==> src/rtl/dbg_mode_pkg.sv <==
package dbg_mode_pkg;

   typedef enum logic [2:0] {
      DC_NONE  = 3'd0,
      DC_BREAK = 3'd1,
      DC_HALT  = 3'd3,
      DC_STEP  = 3'd4
   } dbg_cause_e;

   localparam logic [1:0] PRIV_MACHINE = 2'b11;

   typedef struct packed {
      logic       go;
      dbg_cause_e why;
   } entry_req_t;

endpackage

==> src/rtl/dbg_entry_arb.sv <==
module dbg_entry_arb
   import dbg_mode_pkg::*;
#(
   parameter bit HAS_STEP = 1'b1
) (
   input  logic       in_dbg,
   input  logic       halt_req,
   input  logic       step_done,
   input  logic       step_armed,
   output entry_req_t req
);

   logic step_hit;

   generate
      if (HAS_STEP) begin : g_step
         assign step_hit = step_done & step_armed;
      end else begin : g_nostep
         logic unused_step;
         assign unused_step = step_done ^ step_armed;
         assign step_hit = 1'b0;
      end
   endgenerate

   // halt has precedence over a step completion in the same cycle
   always_comb begin
      req.go  = !in_dbg && (halt_req || step_hit);
      req.why = DC_NONE;
      if (req.go) begin
         req.why = halt_req ? DC_HALT : DC_STEP;
      end
   end

endmodule

==> src/rtl/dbg_exit_ctrl.sv <==
module dbg_exit_ctrl #(
   parameter int unsigned TRAP_W   = 4,
   parameter int unsigned BRK_CODE = 3
) (
   input  logic              in_dbg,
   input  logic              dret,
   input  logic              trap,
   input  logic [TRAP_W-1:0] trap_code,
   output logic              leave_go,
   output logic              bad_dret,
   output logic              brk_go
);

   localparam logic [TRAP_W-1:0] BRK = TRAP_W'(BRK_CODE);

   always_comb begin
      leave_go = in_dbg && dret;
      bad_dret = !in_dbg && dret;
      brk_go   = in_dbg && !dret && trap && (trap_code == BRK);
   end

endmodule

==> src/rtl/dbg_state_regs.sv <==
module dbg_state_regs
   import dbg_mode_pkg::*;
#(
   parameter int unsigned XLEN     = 32,
   parameter bit          HAS_STEP = 1'b1
) (
   input  logic            clk,
   input  logic            rst_n,
   input  entry_req_t      req,
   input  logic            leave_go,
   input  logic            step_ctrl,
   input  logic [XLEN-1:0] cur_pc,
   input  logic [1:0]      cur_priv,
   output logic            in_dbg,
   output dbg_cause_e      cause,
   output logic [XLEN-1:0] saved_pc,
   output logic [1:0]      saved_priv,
   output logic            step_armed
);

   always_ff @(posedge clk or negedge rst_n) begin
      if (!rst_n) begin
         in_dbg     <= 1'b0;
         cause      <= DC_NONE;
         saved_pc   <= '0;
         saved_priv <= PRIV_MACHINE;
      end else if (req.go) begin
         in_dbg     <= 1'b1;
         cause      <= req.why;
         saved_pc   <= cur_pc;
         saved_priv <= cur_priv;
      end else if (leave_go) begin
         in_dbg     <= 1'b0;
      end
   end

   generate
      if (HAS_STEP) begin : g_arm
         logic armed_q;
         always_ff @(posedge clk or negedge rst_n) begin
            if (!rst_n) begin
               armed_q <= 1'b0;
            end else if (req.go) begin
               armed_q <= 1'b0;
            end else if (leave_go) begin
               armed_q <= step_ctrl;
            end
         end
         assign step_armed = armed_q;
      end else begin : g_noarm
         logic unused_ctrl;
         assign unused_ctrl = step_ctrl;
         assign step_armed  = 1'b0;
      end
   endgenerate

endmodule

==> src/rtl/dbg_redirect.sv <==
module dbg_redirect
   import dbg_mode_pkg::*;
#(
   parameter int unsigned   XLEN   = 32,
   parameter logic [XLEN-1:0] ROM_PC = 'h800
) (
   input  logic            clk,
   input  logic            rst_n,
   input  logic            enter_go,
   input  logic            leave_go,
   input  logic            brk_go,
   input  logic            bad_dret,
   input  logic [XLEN-1:0] saved_pc,
   input  logic [1:0]      saved_priv,
   output logic            redir_valid,
   output logic [XLEN-1:0] redir_pc,
   output logic [1:0]      redir_priv,
   output logic            illegal
);

   logic            any_go;
   logic [XLEN-1:0] next_pc;
   logic [1:0]      next_priv;

   always_comb begin
      any_go    = enter_go || leave_go || brk_go;
      next_pc   = leave_go ? saved_pc   : ROM_PC;
      next_priv = leave_go ? saved_priv : PRIV_MACHINE;
   end

   always_ff @(posedge clk or negedge rst_n) begin
      if (!rst_n) begin
         redir_valid <= 1'b0;
         redir_pc    <= '0;
         redir_priv  <= PRIV_MACHINE;
         illegal     <= 1'b0;
      end else begin
         redir_valid <= any_go;
         illegal     <= bad_dret;
         if (any_go) begin
            redir_pc   <= next_pc;
            redir_priv <= next_priv;
         end
      end
   end

endmodule

==> src/rtl/dbg_mode_ctrl.sv <==
module dbg_mode_ctrl
   import dbg_mode_pkg::*;
#(
   parameter int unsigned XLEN      = 32,
   parameter int unsigned TRAP_W    = 4,
   parameter int unsigned BRK_CODE  = 3,
   parameter logic [63:0] ROM_ENTRY = 64'h800,
   parameter bit          HAS_STEP  = 1'b1
) (
   input  logic              clk,
   input  logic              rst_n,
   input  logic              halt_req_i,
   input  logic              step_done_i,
   input  logic              dret_i,
   input  logic              step_ctrl_i,
   input  logic              trap_i,
   input  logic [TRAP_W-1:0] trap_code_i,
   input  logic [1:0]        priv_i,
   input  logic [XLEN-1:0]   pc_i,
   output logic              dbg_mode_o,
   output logic [2:0]        cause_o,
   output logic              redir_valid_o,
   output logic [XLEN-1:0]   redir_pc_o,
   output logic [1:0]        priv_o,
   output logic              illegal_o,
   output logic              irq_mask_o,
   output logic              mprv_off_o
);

   localparam logic [XLEN-1:0] ROM_PC = ROM_ENTRY[XLEN-1:0];

   generate
      if (XLEN < 8 || XLEN > 64) begin : g_bad_xlen
         $error("dbg_mode_ctrl: XLEN out of range");
      end
      if (XLEN < 64 && (ROM_ENTRY >> XLEN) != 64'd0) begin : g_bad_rom
         $error("dbg_mode_ctrl: ROM_ENTRY wider than XLEN");
      end
      if (TRAP_W < 2 || TRAP_W > 16) begin : g_bad_trapw
         $error("dbg_mode_ctrl: TRAP_W out of range");
      end
      if (BRK_CODE >= (1 << TRAP_W)) begin : g_bad_brk
         $error("dbg_mode_ctrl: BRK_CODE does not fit TRAP_W");
      end
   endgenerate

   entry_req_t      req;
   logic            in_dbg;
   logic            step_armed;
   logic            leave_go;
   logic            bad_dret;
   logic            brk_go;
   dbg_cause_e      cause;
   logic [XLEN-1:0] saved_pc;
   logic [1:0]      saved_priv;

   dbg_entry_arb #(
      .HAS_STEP (HAS_STEP)
   ) u_arb (
      .in_dbg     (in_dbg),
      .halt_req   (halt_req_i),
      .step_done  (step_done_i),
      .step_armed (step_armed),
      .req        (req)
   );

   dbg_exit_ctrl #(
      .TRAP_W   (TRAP_W),
      .BRK_CODE (BRK_CODE)
   ) u_exit (
      .in_dbg    (in_dbg),
      .dret      (dret_i),
      .trap      (trap_i),
      .trap_code (trap_code_i),
      .leave_go  (leave_go),
      .bad_dret  (bad_dret),
      .brk_go    (brk_go)
   );

   dbg_state_regs #(
      .XLEN     (XLEN),
      .HAS_STEP (HAS_STEP)
   ) u_state (
      .clk        (clk),
      .rst_n      (rst_n),
      .req        (req),
      .leave_go   (leave_go),
      .step_ctrl  (step_ctrl_i),
      .cur_pc     (pc_i),
      .cur_priv   (priv_i),
      .in_dbg     (in_dbg),
      .cause      (cause),
      .saved_pc   (saved_pc),
      .saved_priv (saved_priv),
      .step_armed (step_armed)
   );

   dbg_redirect #(
      .XLEN   (XLEN),
      .ROM_PC (ROM_PC)
   ) u_redir (
      .clk         (clk),
      .rst_n       (rst_n),
      .enter_go    (req.go),
      .leave_go    (leave_go),
      .brk_go      (brk_go),
      .bad_dret    (bad_dret),
      .saved_pc    (saved_pc),
      .saved_priv  (saved_priv),
      .redir_valid (redir_valid_o),
      .redir_pc    (redir_pc_o),
      .redir_priv  (priv_o),
      .illegal     (illegal_o)
   );

   assign dbg_mode_o = in_dbg;
   assign cause_o    = cause;
   assign irq_mask_o = in_dbg;
   assign mprv_off_o = in_dbg;

endmodule

==> config.mk <==
export PLATFORM = sky130hd
export DESIGN_NAME = dbg_mode_ctrl
export DESIGN_NICKNAME = d
export VERILOG_FILES = /design/src/rtl/dbg_mode_pkg.sv /design/src/rtl/dbg_entry_arb.sv /design/src/rtl/dbg_exit_ctrl.sv /design/src/rtl/dbg_state_regs.sv /design/src/rtl/dbg_redirect.sv /design/src/rtl/dbg_mode_ctrl.sv
export SDC_FILE = /design/constraint.sdc
export NUM_CORES = 1
export LEC_CHECK = 0
export ABC_AREA = 1
export BUFFER_PORTS_ARGS = -buffer_cell sky130_fd_sc_hd__buf_4
export CELL_PAD_IN_SITES_DETAIL_PLACEMENT = 1
export CELL_PAD_IN_SITES_GLOBAL_PLACEMENT = 1
export CORE_MARGIN = 3
export CORE_UTILIZATION = 40
export DETAILED_ROUTE_END_ITERATION = 16
export PLACE_DENSITY_LB_ADDON = 0.15
export SYNTH_ARGS = -nofsm -noshare
export SYNTH_HDL_FRONTEND = slang
export SYNTH_SLANG_ARGS = --single-unit
==> constraint.sdc <==
create_clock -name clk -period 1.7 [get_ports clk]
set_input_delay 0.34 -clock clk [delete_from_list [all_inputs] [get_ports clk]]
set_output_delay 0.34 -clock clk [all_outputs]
set_load 0.02 [all_outputs]
; ---- After elaboration in Yosys (flattened, before gate mapping)
; Cells that the tools add are included.
[totals]
regBits = 75
input_bits = 45
out_inout_bits = 42
[op_classes]
n_eq_ne = 1
mux = 7
bitwise = 1
n_reduce_logical = 12
[ops]
columns = op, n
row1 = $mux W32, 1
row2 = $logic_and A1 B1 Y1, 6
row3 = $eq A4 B2 Y1 const B, 1
row4 = $mux W1, 4
row5 = $logic_or A1 B1 Y1, 3
row6 = $mux W3, 1
row7 = $logic_not A1 Y1, 2
row8 = $mux W2, 1
row9 = $reduce_bool A2 Y1, 1
row10 = $and A1 B1 Y1, 1

; ---- Logic depth before layout (Yosys ltp)
[depth]
depth_word = 5
ltp_mapped = 8

; ---- Hierarchy
; A second synthesis with hierarchy kept.
[unflattened]
hier_cells = 340
area_unflattened_um2 = 3021.6
[by_module_without_submodules]
columns = module, n_inst, cells_per_inst, area_each_um2, seq_area_each_um2
row1 = dbg_state_regs, 1, 165, 1485.2, 978.4
row2 = dbg_redirect, 1, 157, 1453.9, 903.4
row3 = dbg_exit_ctrl, 1, 10, 38.8, 0.0
row4 = dbg_entry_arb, 1, 6, 28.8, 0.0
row5 = dbg_mode_ctrl, 1, 2, 15.0, 0.0

; ---- Worst setup path after synthesis
; OpenSTA, ideal clock, no wires.
[synth_path]
path_type = register to register
from = register u_state.in_dbg
to = register u_state.saved_pc[0]
setup_ns = 0.116
arrival_ns = 1.172
slack_ns = 0.412
stages_incl_launch_ff = 8
path_buffers = 2
synth_period_minus_slack_ns = 1.288
cell_sequence = dfrtp_1 > inv_1 > nand2_2 > inv_2 > buf_6 > buf_6 > nand2_1 > nand2_1
[synth_via]
elab_chain_cells = 2
[synth_lines]
columns = element, line_no
row1 = "start, declared", dbg_state_regs.sv:14  ; output logic in_dbg,
row2 = "start signal, assigned", dbg_state_regs.sv:23  ; in_dbg <= 1'b0;
row3 = "start signal, assigned", dbg_state_regs.sv:28  ; in_dbg <= 1'b1;
row4 = "start signal, assigned", dbg_state_regs.sv:33  ; in_dbg <= 1'b0;
row5 = $logic_not A1 Y1, dbg_entry_arb.sv:27  ; req.go = !in_dbg && (halt_req || step_hit);
row6 = $logic_and A1 B1 Y1, dbg_entry_arb.sv:27
row7 = "end signal, assigned", dbg_state_regs.sv:30  ; saved_pc <= cur_pc;
row8 = "end, declared", dbg_state_regs.sv:16  ; output logic [XLEN-1:0] saved_pc,
; No other way between the ends.
; A chain may end at the register's enable or synchronous reset.

; ---- Worst setup path in the final report
[layout_path]
from = register u_state.in_dbg
to = register u_redir.redir_pc[8]
[layout_via]
elab_chain_cells = 4
word_cells_on_any_way = 9
[layout_lines]
columns = element, line_no
row1 = $logic_not A1 Y1 or $logic_and A1 B1 Y1 (tied branches), "dbg_entry_arb.sv:27, dbg_exit_ctrl.sv:19"
row2 = "$logic_and A1 B1 Y1, on equally long branches", "dbg_entry_arb.sv:27, dbg_exit_ctrl.sv:19"
row3 = $logic_or A1 B1 Y1 or $logic_and A1 B1 Y1 (tied branches), "dbg_redirect.sv:26, dbg_exit_ctrl.sv:19"
row4 = $logic_or A1 B1 Y1, dbg_redirect.sv:26  ; any_go = enter_go || leave_go || brk_go;
row5 = "end signal, assigned", dbg_redirect.sv:41  ; redir_pc <= next_pc;
row6 = "end, declared", dbg_redirect.sv:16  ; output logic [XLEN-1:0] redir_pc,
; Parallel ways exist; a longest one is shown, timed or not.

==> summary by stage <==
Outcome
The run finished with clean final reports.

Min path
The path class of the tightest hold or removal check is in2reg. The number of stages on the worst hold path is 3. The worst hold path startpoint is pc_i[29].

The sink of the worst hold path is u_state.saved_pc[29].

Timing
The number of hold-slack violations in the final timing report is 0. The transition time at the pin with the least slew margin is 0.304 ns. The highest achievable clock rate is 696 MHz.

Measured against its own limit, the worst slew margin works out to 79.7%. Setup repair after global routing left no endpoint under its margin. The final critical path takes up 84.5% of the cycle. The number of pins exceeding their max-slew limit in the final report is 0. Setup violations remaining at the end of the flow were counted as 0. For the finished layout, the period the worst path requires is 1.44 ns. The final setup skew is 0.00726 ns. Setup total negative slack on the finished layout was measured at 0 ns.

Floorplanning
For this design the top-level I/O count stands at 87. From left edge to right edge, the die measures 91.7 um. The die span in y is 91.7 um.

The starting density of the core is 42.3%. The core footprint is 6940 um2. The row count is 30.

The die area is 8410 um2.

Place
The port buffer count is 86. The half-perimeter wire length of the detailed placement result is 5230 um. At the end of routability-driven placement, the weighted congestion stood at 0.743.

Setup path
In this run the critical register-to-register path is captured at u_redir.redir_pc[8]. The largest stage delay on the critical path is 0.48 ns. The peak fanout along the critical path is 24. The cell that appears most often on the critical path is nand2_1.

Traced cell by cell, the critical path runs through nand2_1, inv_2, buf_4, nand2_1, nand2_1. The element type at the critical path start is a flop. The arrival time at the worst endpoint is 1.71 ns. The critical path data required time is 1.98 ns.

The standard cell with the maximum stage delay on the critical path is dfrtp_1. The depth of the worst register-to-register path is 5. The critical path class is reg2reg. The worst setup path is captured at a flop. Setup slack on the worst reg-to-reg path comes out at 0.26 ns. The source of the worst register-to-register timing path is u_state.in_dbg.

Synth
The synthesized design contains 74 register bits. The net count after synthesis is 370. During synthesis, Yosys emitted a total of 0 warnings. The synthesized netlist contains 18 unique library cells.

Sequential cells were found to cover 63.2% of the synthesized design area. In the synthesized netlist, the number of instances is 325. The area share of the leading cell type in the synthesized netlist is 59.7%. Yosys attributes the largest share of cell area to dfrtp_1 60%, nand2_1 23%, nand3_1 5.8%.

The largest area contributor in the netlist is dfrtp_1. The mean instance size in the synthesized netlist is 9.04 um2. The synthesized area is 2940 um2.

Clocking
In this run the number of H-tree levels came out at 3. In this run, post-CTS repair resized a total of 0 instances. The number of clock buffers added by TritonCTS is 9. The TritonCTS clock tree is yes. The clock edge transition at the registers on the reported setup and hold paths is 0.07 ns. Clock latency on the worst-skew pair, taken at its later pin, is 0.34 ns. No sink is reached through more buffers than the 2 on the longest clock path. The clock sink count is 74.

The cell at the root of the clock tree is clkbuf_8.

Drt
The final layout contains routed wiring with a total length of 7460 um. The average via count per standard cell is 4.70. Dividing the detail-routed wire length by the instance count gives 14.5 um. After detailed routing, the number of remaining DRC violations is 0. The number of DRC markers after the initial detailed-route iteration is 127.

Summing over every cut layer, the via total after detailed routing is 2424. The antenna violation net count after detailed routing is 0. The first detailed-routing pass took 4 iterations.

Final layout
The antenna diode count is 0. The signed area change from the synthesized netlist to the final layout is 30.6%. Leaving out fill and tap cells, the most frequent cell in the layout is nand2_1. The final layout contains 460 nets. Cells with a size suffix above 1 make up 28.6% of the layout. In the layout the commonest cells are 181 x nand2_1, 96 x buf_4, 70 x dfrtp_1.

Power
In this run the static leakage power is 2.16 nW. IR analysis of the VDD net gives a maximum drop of 678 uV. The total power is 0.00602 W. The total power divided by cell area is 1570 nW/um2.

GRT
The total congestion overflow is 0. The initial antenna violation count is 0. The first-pass GRT wire length is 12700 um. Global routing consumed, over all layers together, 19.2% of the routing resources. The largest net degree at the start of global routing is 35. The via count of the first global-routing pass came to 2548.

Run
Max-cap violations in this run came to 0.
-- power breakdown --
group / switching (W) / internal (W)
combinational: 0.00121 / 0.000842
sequential: 0.000379 / 0.00241
clock: 0.000610 / 0.000565
total: 0.00220 / 0.00382
-- cells in the mapped netlist --
| cell type | number |
|---|---|
| a21oi_4 | 1 |
| buf_1 | 1 |
| buf_2 | 7 |
| buf_4 | 3 |
| buf_6 | 6 |
| clkbuf_1 | 2 |
| dfrtp_1 | 70 |
| dfstp_2 | 4 |
| inv_1 | 5 |
| inv_2 | 2 |
| nand2_1 | 181 |
| nand2_2 | 2 |
| nand3_1 | 34 |
| nor2_1 | 2 |
| nor3b_1 | 1 |
| o21a_1 | 1 |
| o21ai_0 | 2 |
| or2_2 | 1 |
-- kinds of logic (layout without fill, tap and decap cells) --
kind of cell	after synthesis	in the layout	share of synthesized area [%]
AOI/OAI and AO/OA	4	4	1.15
buffers and inverters	26	121	5.54
DFF	74	74	63.2
and+or+nand+nor	221	221	30.1
-- worst max path at each step --
stage,from,endpoint
6_report,u_state.in_dbg,u_redir.redir_pc[8]
5_1_grt,u_state.in_dbg,u_redir.redir_pc[15]
4_1_cts,u_state.in_dbg,u_redir.redir_pc[8]
3_5_place_dp,u_state.in_dbg,u_redir.redir_pc[29]
3_3_place_gp,dret_i,u_redir.redir_pc[24]
2_1_floorplan,u_state.in_dbg,u_state.saved_pc[0]
-- metrics by stage --
stage	cell area (um2)	utilization, %	setup WS [ns]	instances	hold WS (ns)
6_report	3830	55.2	0.263	516	0.191
5_1_grt	3830	55.2	0.144	516	0.188
4_1_cts	3830	55.2	0.248	516	0.178
3_5_place_dp	3660	52.7	0.306	499	0.253
3_3_place_gp	3660	52.7	0.390	499	0.255
2_1_floorplan	2940	-	0.412	325	0.0444
-- layout make-up --
type | instances | area, um2
fillers | 843 | 3110
flip-flops and latches | 74 | 1860
multi-input cells | 225 | 917
repair buffers | 98 | 751
clock buffers | 13 | 149
well taps | 96 | 120
inverters | 7 | 26.3
clock inverters | 3 | 15.0
-- routing by layer --
layer | share of wire, % | routed length, um | GRT usage, %
met5 | 0 | 0 | 0
met1 | 44 | 3290 | 25.6
met3 | 5.1 | 378 | 3.61
met2 | 49 | 3670 | 30.9
met4 | 1.7 | 124 | 7.54
-- critical path, delay by kind of cell (launching register included) --
family        cells  cell delay (ns)
simple gates      3             0.33
buf+inv           2             0.56
flops             1             0.48
-- state kept, by name (all words and copies together) (netlist names) --
register,flops
u_redir.redir_pc,32
u_state.saved_pc,32
u_redir.redir_priv,2
u_state.cause,2
u_state.saved_priv,2
u_redir.illegal,1
u_redir.redir_valid,1
u_state.in_dbg,1
u_state.step_armed,1
-- repair_timing --
action                                 4_1_cts  5_1_grt
hold buffers                                 1        0
endpoints found under the hold margin       17        0
setup buffers                                0        0
Power figures use the tool's default switching activity.
